==> config.mk <==
export PLATFORM = sky130hd
export DESIGN_NAME = bridge_ctl_regs
export DESIGN_NICKNAME = d
export VERILOG_FILES = /design/src/rtl/bcr_pkg.sv /design/src/rtl/bcr_ctrl.sv /design/src/rtl/bcr_data.sv /design/src/rtl/bridge_ctl_regs.sv
export SDC_FILE = /design/constraint.sdc
export NUM_CORES = 2
export LEC_CHECK = 0
export BUFFER_PORTS_ARGS = -buffer_cell sky130_fd_sc_hd__buf_2
export CAP_MARGIN = 15
export CORE_MARGIN = 2
export CORE_UTILIZATION = 62
export DETAILED_ROUTE_END_ITERATION = 8
export GPL_TIMING_DRIVEN = 1
export PLACE_DENSITY_LB_ADDON = 0.2
export SLEW_MARGIN = 20
export SYNTH_ARGS = -nofsm -noshare
export SYNTH_HDL_FRONTEND = slang
export SYNTH_SLANG_ARGS = --single-unit
==> constraint.sdc <==
create_clock -name clk -period 3.1 [get_ports clk]
set_input_delay 0.775 -clock clk [delete_from_list [all_inputs] [get_ports clk]]
set_output_delay 0.775 -clock clk [all_outputs]
set_load 0.1 [all_outputs]
==> src/rtl/bcr_pkg.sv <==
package bcr_pkg;
  localparam int DATA_W    = 32;
  localparam int NUM_WORDS = 28;
  localparam int IDX_W     = $clog2(NUM_WORDS);
  localparam int ADDR_W    = IDX_W + 2;

  // word indices whose behaviour is special
  localparam int W_GEN  = 1;
  localparam int W_MAP  = 6;
  localparam int W_EDGE = 9;
  localparam int W_POL  = 11;
  localparam int W_SET  = 12;
  localparam int W_CLR  = 13;
  localparam int W_EN   = 14;
  localparam int W_ISR  = 15;

  localparam int SELF_RESET_BIT = 2;

  typedef struct packed {
    logic             store;  // plain full-word store into word idx
    logic [IDX_W-1:0] idx;
    logic             enSet;  // OR data into enable word
    logic             enClr;  // clear data bits in enable word
    logic             rdHit;  // offset is an aligned, defined word
  } strobe_t;

  function automatic logic [DATA_W-1:0] resetValue(input int unsigned w);
    logic [DATA_W-1:0] v;
    case (w)
      0:       v = 32'h0000_0C40;
      1:       v = 32'h0000_1384;
      2:       v = 32'h2BFF_8010;
      3:       v = 32'h255E_0091;
      4:       v = 32'h0000_6140;
      7:       v = 32'h0000_01FF;
      8:       v = 32'h0000_01FF;
      26:      v = 32'h0000_0008;
      27:      v = 32'h1000_0000;
      default: v = '0;
    endcase
    return v;
  endfunction
endpackage

==> src/rtl/bcr_ctrl.sv <==
module bcr_ctrl
  import bcr_pkg::*;
#(
  parameter int AW = ADDR_W
) (
  input  logic          clk,
  input  logic          rst_n,
  input  logic [AW-1:0] busAddr,
  input  logic          busWrite,
  input  logic          newSelfReset,
  input  logic          oldSelfReset,
  output strobe_t       stb,
  output logic          resetPulse
);
  localparam int IW = AW - 2;

  logic          aligned;
  logic          defined;
  logic [IW-1:0] wordIdx;
  logic          roWord;
  logic          resetEdge;

  assign wordIdx = busAddr[AW-1:2];
  assign aligned = (busAddr[1:0] == 2'b00);
  assign defined = (int'(wordIdx) < NUM_WORDS);
  assign roWord  = (int'(wordIdx) == W_EN) || (int'(wordIdx) == W_ISR);

  always_comb begin
    stb.idx   = wordIdx;
    stb.rdHit = aligned && defined;
    stb.store = busWrite && aligned && defined && !roWord;
    stb.enSet = stb.store && (int'(wordIdx) == W_SET);
    stb.enClr = stb.store && (int'(wordIdx) == W_CLR);
  end

  assign resetEdge = stb.store && (int'(wordIdx) == W_GEN)
                     && !oldSelfReset && newSelfReset;

  always_ff @(posedge clk) begin
    if (!rst_n) resetPulse <= 1'b0;
    else        resetPulse <= resetEdge;
  end
endmodule

==> src/rtl/bcr_data.sv <==
module bcr_data
  import bcr_pkg::*;
#(
  parameter int DW    = DATA_W,
  parameter int WORDS = NUM_WORDS
) (
  input  logic          clk,
  input  logic          rst_n,
  input  strobe_t       stb,
  input  logic [DW-1:0] busWdata,
  output logic [DW-1:0] rdData,
  output logic          selfResetBit,
  output logic [DW-1:0] mapCfg,
  output logic [DW-1:0] edgeMask,
  output logic [DW-1:0] polMask,
  output logic [DW-1:0] intEnable
);
  logic [DW-1:0] regFile [WORDS];

  for (genvar i = 0; i < WORDS; i++) begin : g_word
    if (i == W_EN) begin : g_en
      always_ff @(posedge clk) begin
        if (!rst_n)         regFile[i] <= DW'(resetValue(i));
        else if (stb.enSet) regFile[i] <= regFile[i] | busWdata;
        else if (stb.enClr) regFile[i] <= regFile[i] & ~busWdata;
      end
    end else if (i == W_ISR) begin : g_isr
      assign regFile[i] = DW'(resetValue(i));
    end else begin : g_plain
      always_ff @(posedge clk) begin
        if (!rst_n)
          regFile[i] <= DW'(resetValue(i));
        else if (stb.store && (int'(stb.idx) == i))
          regFile[i] <= busWdata;
      end
    end
  end

  assign rdData       = stb.rdHit ? regFile[stb.idx] : '0;
  assign selfResetBit = regFile[W_GEN][SELF_RESET_BIT];
  assign mapCfg       = regFile[W_MAP];
  assign edgeMask     = regFile[W_EDGE];
  assign polMask      = regFile[W_POL];
  assign intEnable    = regFile[W_EN];
endmodule

==> src/rtl/bridge_ctl_regs.sv <==
module bridge_ctl_regs
  import bcr_pkg::*;
(
  input  logic              clk,
  input  logic              rst_n,
  input  logic [ADDR_W-1:0] busAddr,
  input  logic              busWrite,
  input  logic [DATA_W-1:0] busWdata,
  output logic [DATA_W-1:0] busRdata,
  output logic              sysResetReq,
  output logic [DATA_W-1:0] mapCfg,
  output logic [DATA_W-1:0] edgeMask,
  output logic [DATA_W-1:0] polMask,
  output logic [DATA_W-1:0] intEnable
);
  strobe_t stb;
  logic    selfResetBit;

  bcr_ctrl #(.AW(ADDR_W)) u_ctrl (
    .clk          (clk),
    .rst_n        (rst_n),
    .busAddr      (busAddr),
    .busWrite     (busWrite),
    .newSelfReset (busWdata[SELF_RESET_BIT]),
    .oldSelfReset (selfResetBit),
    .stb          (stb),
    .resetPulse   (sysResetReq)
  );

  bcr_data #(.DW(DATA_W), .WORDS(NUM_WORDS)) u_data (
    .clk          (clk),
    .rst_n        (rst_n),
    .stb          (stb),
    .busWdata     (busWdata),
    .rdData       (busRdata),
    .selfResetBit (selfResetBit),
    .mapCfg       (mapCfg),
    .edgeMask     (edgeMask),
    .polMask      (polMask),
    .intEnable    (intEnable)
  );
endmodule

==> flow_summary.toml <==
[status]
status = "finished, violations left"
violations = "negative setup slack"

[logic_synthesis]
async_flop_share_pct = 0
synth_cells = 4187
ys_seq_elements = 865
syn_nets = 4229
yosys_most_used_dff = "dfxtp_1"
syn_avg_cell_area_um2 = 9.482
synth-edff-count = 0
synthesis.area_um2 = 39700
seq_area_frac_synth_pct = 43.62
yosysWarnings = 0
ys_types = 45

[global_routing]
grt.total_usage_pct = 39.38
grt_max_degree = 65
antenna_found_initial = 0
use_met1_pct = 54.39
grt-ovfl-total = 0
grt_use_met3_pct = 9.121
gr-usage-met2_pct = 58.93
busiest_layer = "met2"
grt_pass1_wl_mm = 201.5
grt_pass1_vias = 32650

[timing]
period_needed_ns = 3.255
worst_slew_pin_slew_ns = 1.071
hold_viol_final = 0
drv_slew = 0
setup_slack_ns = -0.1553
period_share_pct = 105.0
setup_viol_count_final = 32
fmax_ghz = 0.3072
max_slew_margin_pct = 28.41
rsz0062_at_grt = "true"
setup_tns_ns = -3.732
skew_ns = 0.0003308

[final_layout]
final_layout_size_suffix_gt1_share_pct = 25.25
area_growth_syn_to_layout_pct = 22.44
diodes = 0
nets = 4341
finalInstanceArea_um2 = 48610

[worst_setup_path]
crit_fanout = 7
crit_family = "buffers and inverters"
crit_top_cell = "buf_12"
worstSetupPathType = "in -> out"
end_kind = "output pin"
crit_chain = "buf_12 -> buf_4 -> nand3b_1 -> buf_6 -> clkbuf_16 -> nor2_4 -> a211oi_2 -> a32oi_4 -> buf_12"
cpPeakStageDelay_ns = 0.33
setup.worst_path.start_class = "primary input"
slowest_stage = "a32oi_4"
cp.arrival_ns = 2.48
cp.required_ns = 2.32
crit_buf_inv = 5

[die]
fp.dieArea_um2 = 66070
rows = 92
initial_utilization_pct = 62.82
ios = 203
core_area_um2 = 63200
die_h_um = 257.0
die_w_um = 257.0

[placed_design]
gp_congestion = 0.9425
dpl_cell_area_um2 = 43860
dpl.hpwl_mm = 84.68
io_buffers = 202

[detailed_routing]
postRouteAntennaNets = 0
drtPass1Iterations = 6
drtIter0Drc = 4385
drc = 0
vias = 33920
routedWlPerCell_um = 26.18
wl_mm = 136.5
viasPerCell = 6.504

[cts]
clock-root-buffer = "clkbuf_16"
cts_buffer_depth = 3
numCtsBuffers = 89
cts_tree = "built"
postCtsHoldBufs = 0
clock_sinks = 865
worstSkewPairLatency_ns = 0.65
clk_pin_slew_ns = 0.06
cts_max_level = 3

[power_and_ir_drop]
irDropWorstVdd_uv = 352.3
p_per_area_nw_per_um2 = 499.8
p_leak_nw = 17.71

[run]
cap_violations = 0

[worst_hold_path]
hold_path_class = "reg -> reg"
-- worst min-delay path: cells and delay by family (launching register included) --
kind	cells	cell delay (ns)
AND/OR/NAND/NOR	1	0.05
AO/OA/AOI/OAI	1	0.05
flip-flops	1	0.31
-- logic make-up after synthesis --
kind of cell | count (synthesis) | share of synthesized area [%]
and+or+nand+nor | 1308 | 13.23
DFF | 865 | 43.62
muxes | 808 | 23.60
AOI/OAI and AO/OA | 665 | 12.57
buffers and inverters | 541 | 6.978
-- cell usage in the layout (no fill, tap or decap), drive strengths merged --
cell	Yosys	final
o311ai	6	6
o21a	64	64
nor2	50	50
clkbuf	261	137
o211ai	26	26
or2	1	1
nand4	1	1
nand4b	2	2
o21ai	24	24
buf	267	542
nand2	1123	1123
a21o	32	32
mux4	96	96
bufinv	0	6
a22oi	128	128
nor3b	2	2
and2	2	2
nor3	11	11
nand3	62	62
and4	1	1
or3	8	8
and3	33	33
inv	13	15
or3b	2	2
a32oi	32	32
and3b	1	1
nand3b	4	4
nand2b	1	1
clkinvlp	0	5
a311oi	1	1
bufbuf	0	2
clkinv	0	16
o311a	1	1
nor2b	4	4
a211oi	32	32
mux2i	648	648
dfxtp	865	865
mux2	64	64
a21boi	319	319
-- report_power, final --
| group | internal, mW | leakage (nW) | switching [mW] |
|---|---|---|---|
| registers | 11.1 | 6.97 | 0.0155 |
| clock network | 6.38 | 1.45 | 4.58 |
| logic | 0.808 | 9.30 | 1.38 |
-- cell usage after synthesis, types with 2 or more instances --
cell      instances  area [um^2]
nand2_1        1123         4215
dfxtp_1         865        17320
mux2i_1         648         6486
clkbuf_1        261        979.7
a21boi_0        249         1869
buf_4           161         1209
a22oi_1         128        960.9
buf_2           102        510.5
mux4_2           96         2162
a21boi_1         70        525.5
mux2_2           64        720.7
o21a_1           64        480.5
nand3_1          62        310.3
nor2_1           42        157.7
and3_1           33        206.5
a211oi_1         32        240.2
a21o_1           32        240.2
a32oi_1          32        280.3
o211ai_1         26        195.2
o21ai_0          24        120.1
inv_1            13        48.80
or3_1             8        50.05
nor2_2            7        43.79
nor3_2            7        70.07
o311ai_0          5        43.79
nand3b_1          4        30.03
nor2b_1           4        25.02
nor3_1            4        20.02
buf_1             3        11.26
and2_1            2        12.51
nor3b_1           2        15.01
-- metrics by stage --
stage	worst slack (ns)	utilization, %	cells	hold slack, ns	power [mW]
floorplan	-0.04336	-	4187	0.4192	12.54
detailed placement	-0.5337	69.41	4997	0.4447	13.28
CTS	-0.09606	75.74	5199	0.4535	24.13
global route	-0.1838	76.91	5215	0.4668	24.79
finish	-0.1553	76.91	5215	0.4512	24.29
global placement	-0.5288	69.41	4997	0.4386	13.27
-- final timing paths --
path                                      end                        startpoint  cells past startpoint  slack (ns)
min          u_data.regFile[348]$_SDFFE_PN0P_  u_data.regFile[348]$_SDFFE_PN0P_                      2        0.45
min reg2reg  u_data.regFile[348]$_SDFFE_PN0P_  u_data.regFile[348]$_SDFFE_PN0P_                      2        0.45
max                               busRdata[8]                        busAddr[3]                      9       -0.16
max reg2reg                              flop                              flop                      2        2.23
-- registers in the layout, indices dropped and copies added, names as in the netlist, named ones only --
name                 flops
u_ctrl.resetPulse        1
u_data.edgeMask         32
u_data.mapCfg           32
u_data.polMask          32
u_data.regFile         735
u_data.selfResetBit      1
-- routing by layer --
metal  routed length (um)  vias up  part of all wire (%)
met5                    0        -                     0
met4                 6803        0                   5.0
met3                17180      442                    13
met2                59210     2263                    43
met1                53350    16670                    39
li1                     -    14540                     -
-- timing repair --
item                       CTS  global route
gates resized for setup    110           115
cloned                      12             6
setup buffers               29            29
pin swaps                   46            73
setup endpoints to repair   32            32
-- cell type report --
class	count	area, um^2
Fill cell	3989	14590
Clock inverter	29	326.6
Clock buffer	132	2633
Multi-Input combinational cell	2781	21440
Tap cell	846	1059
Timing Repair Buffer	549	5783
Sequential cell	865	17320
Inverter	13	48.80
Note: power is estimated with default switching activity, not from simulation.
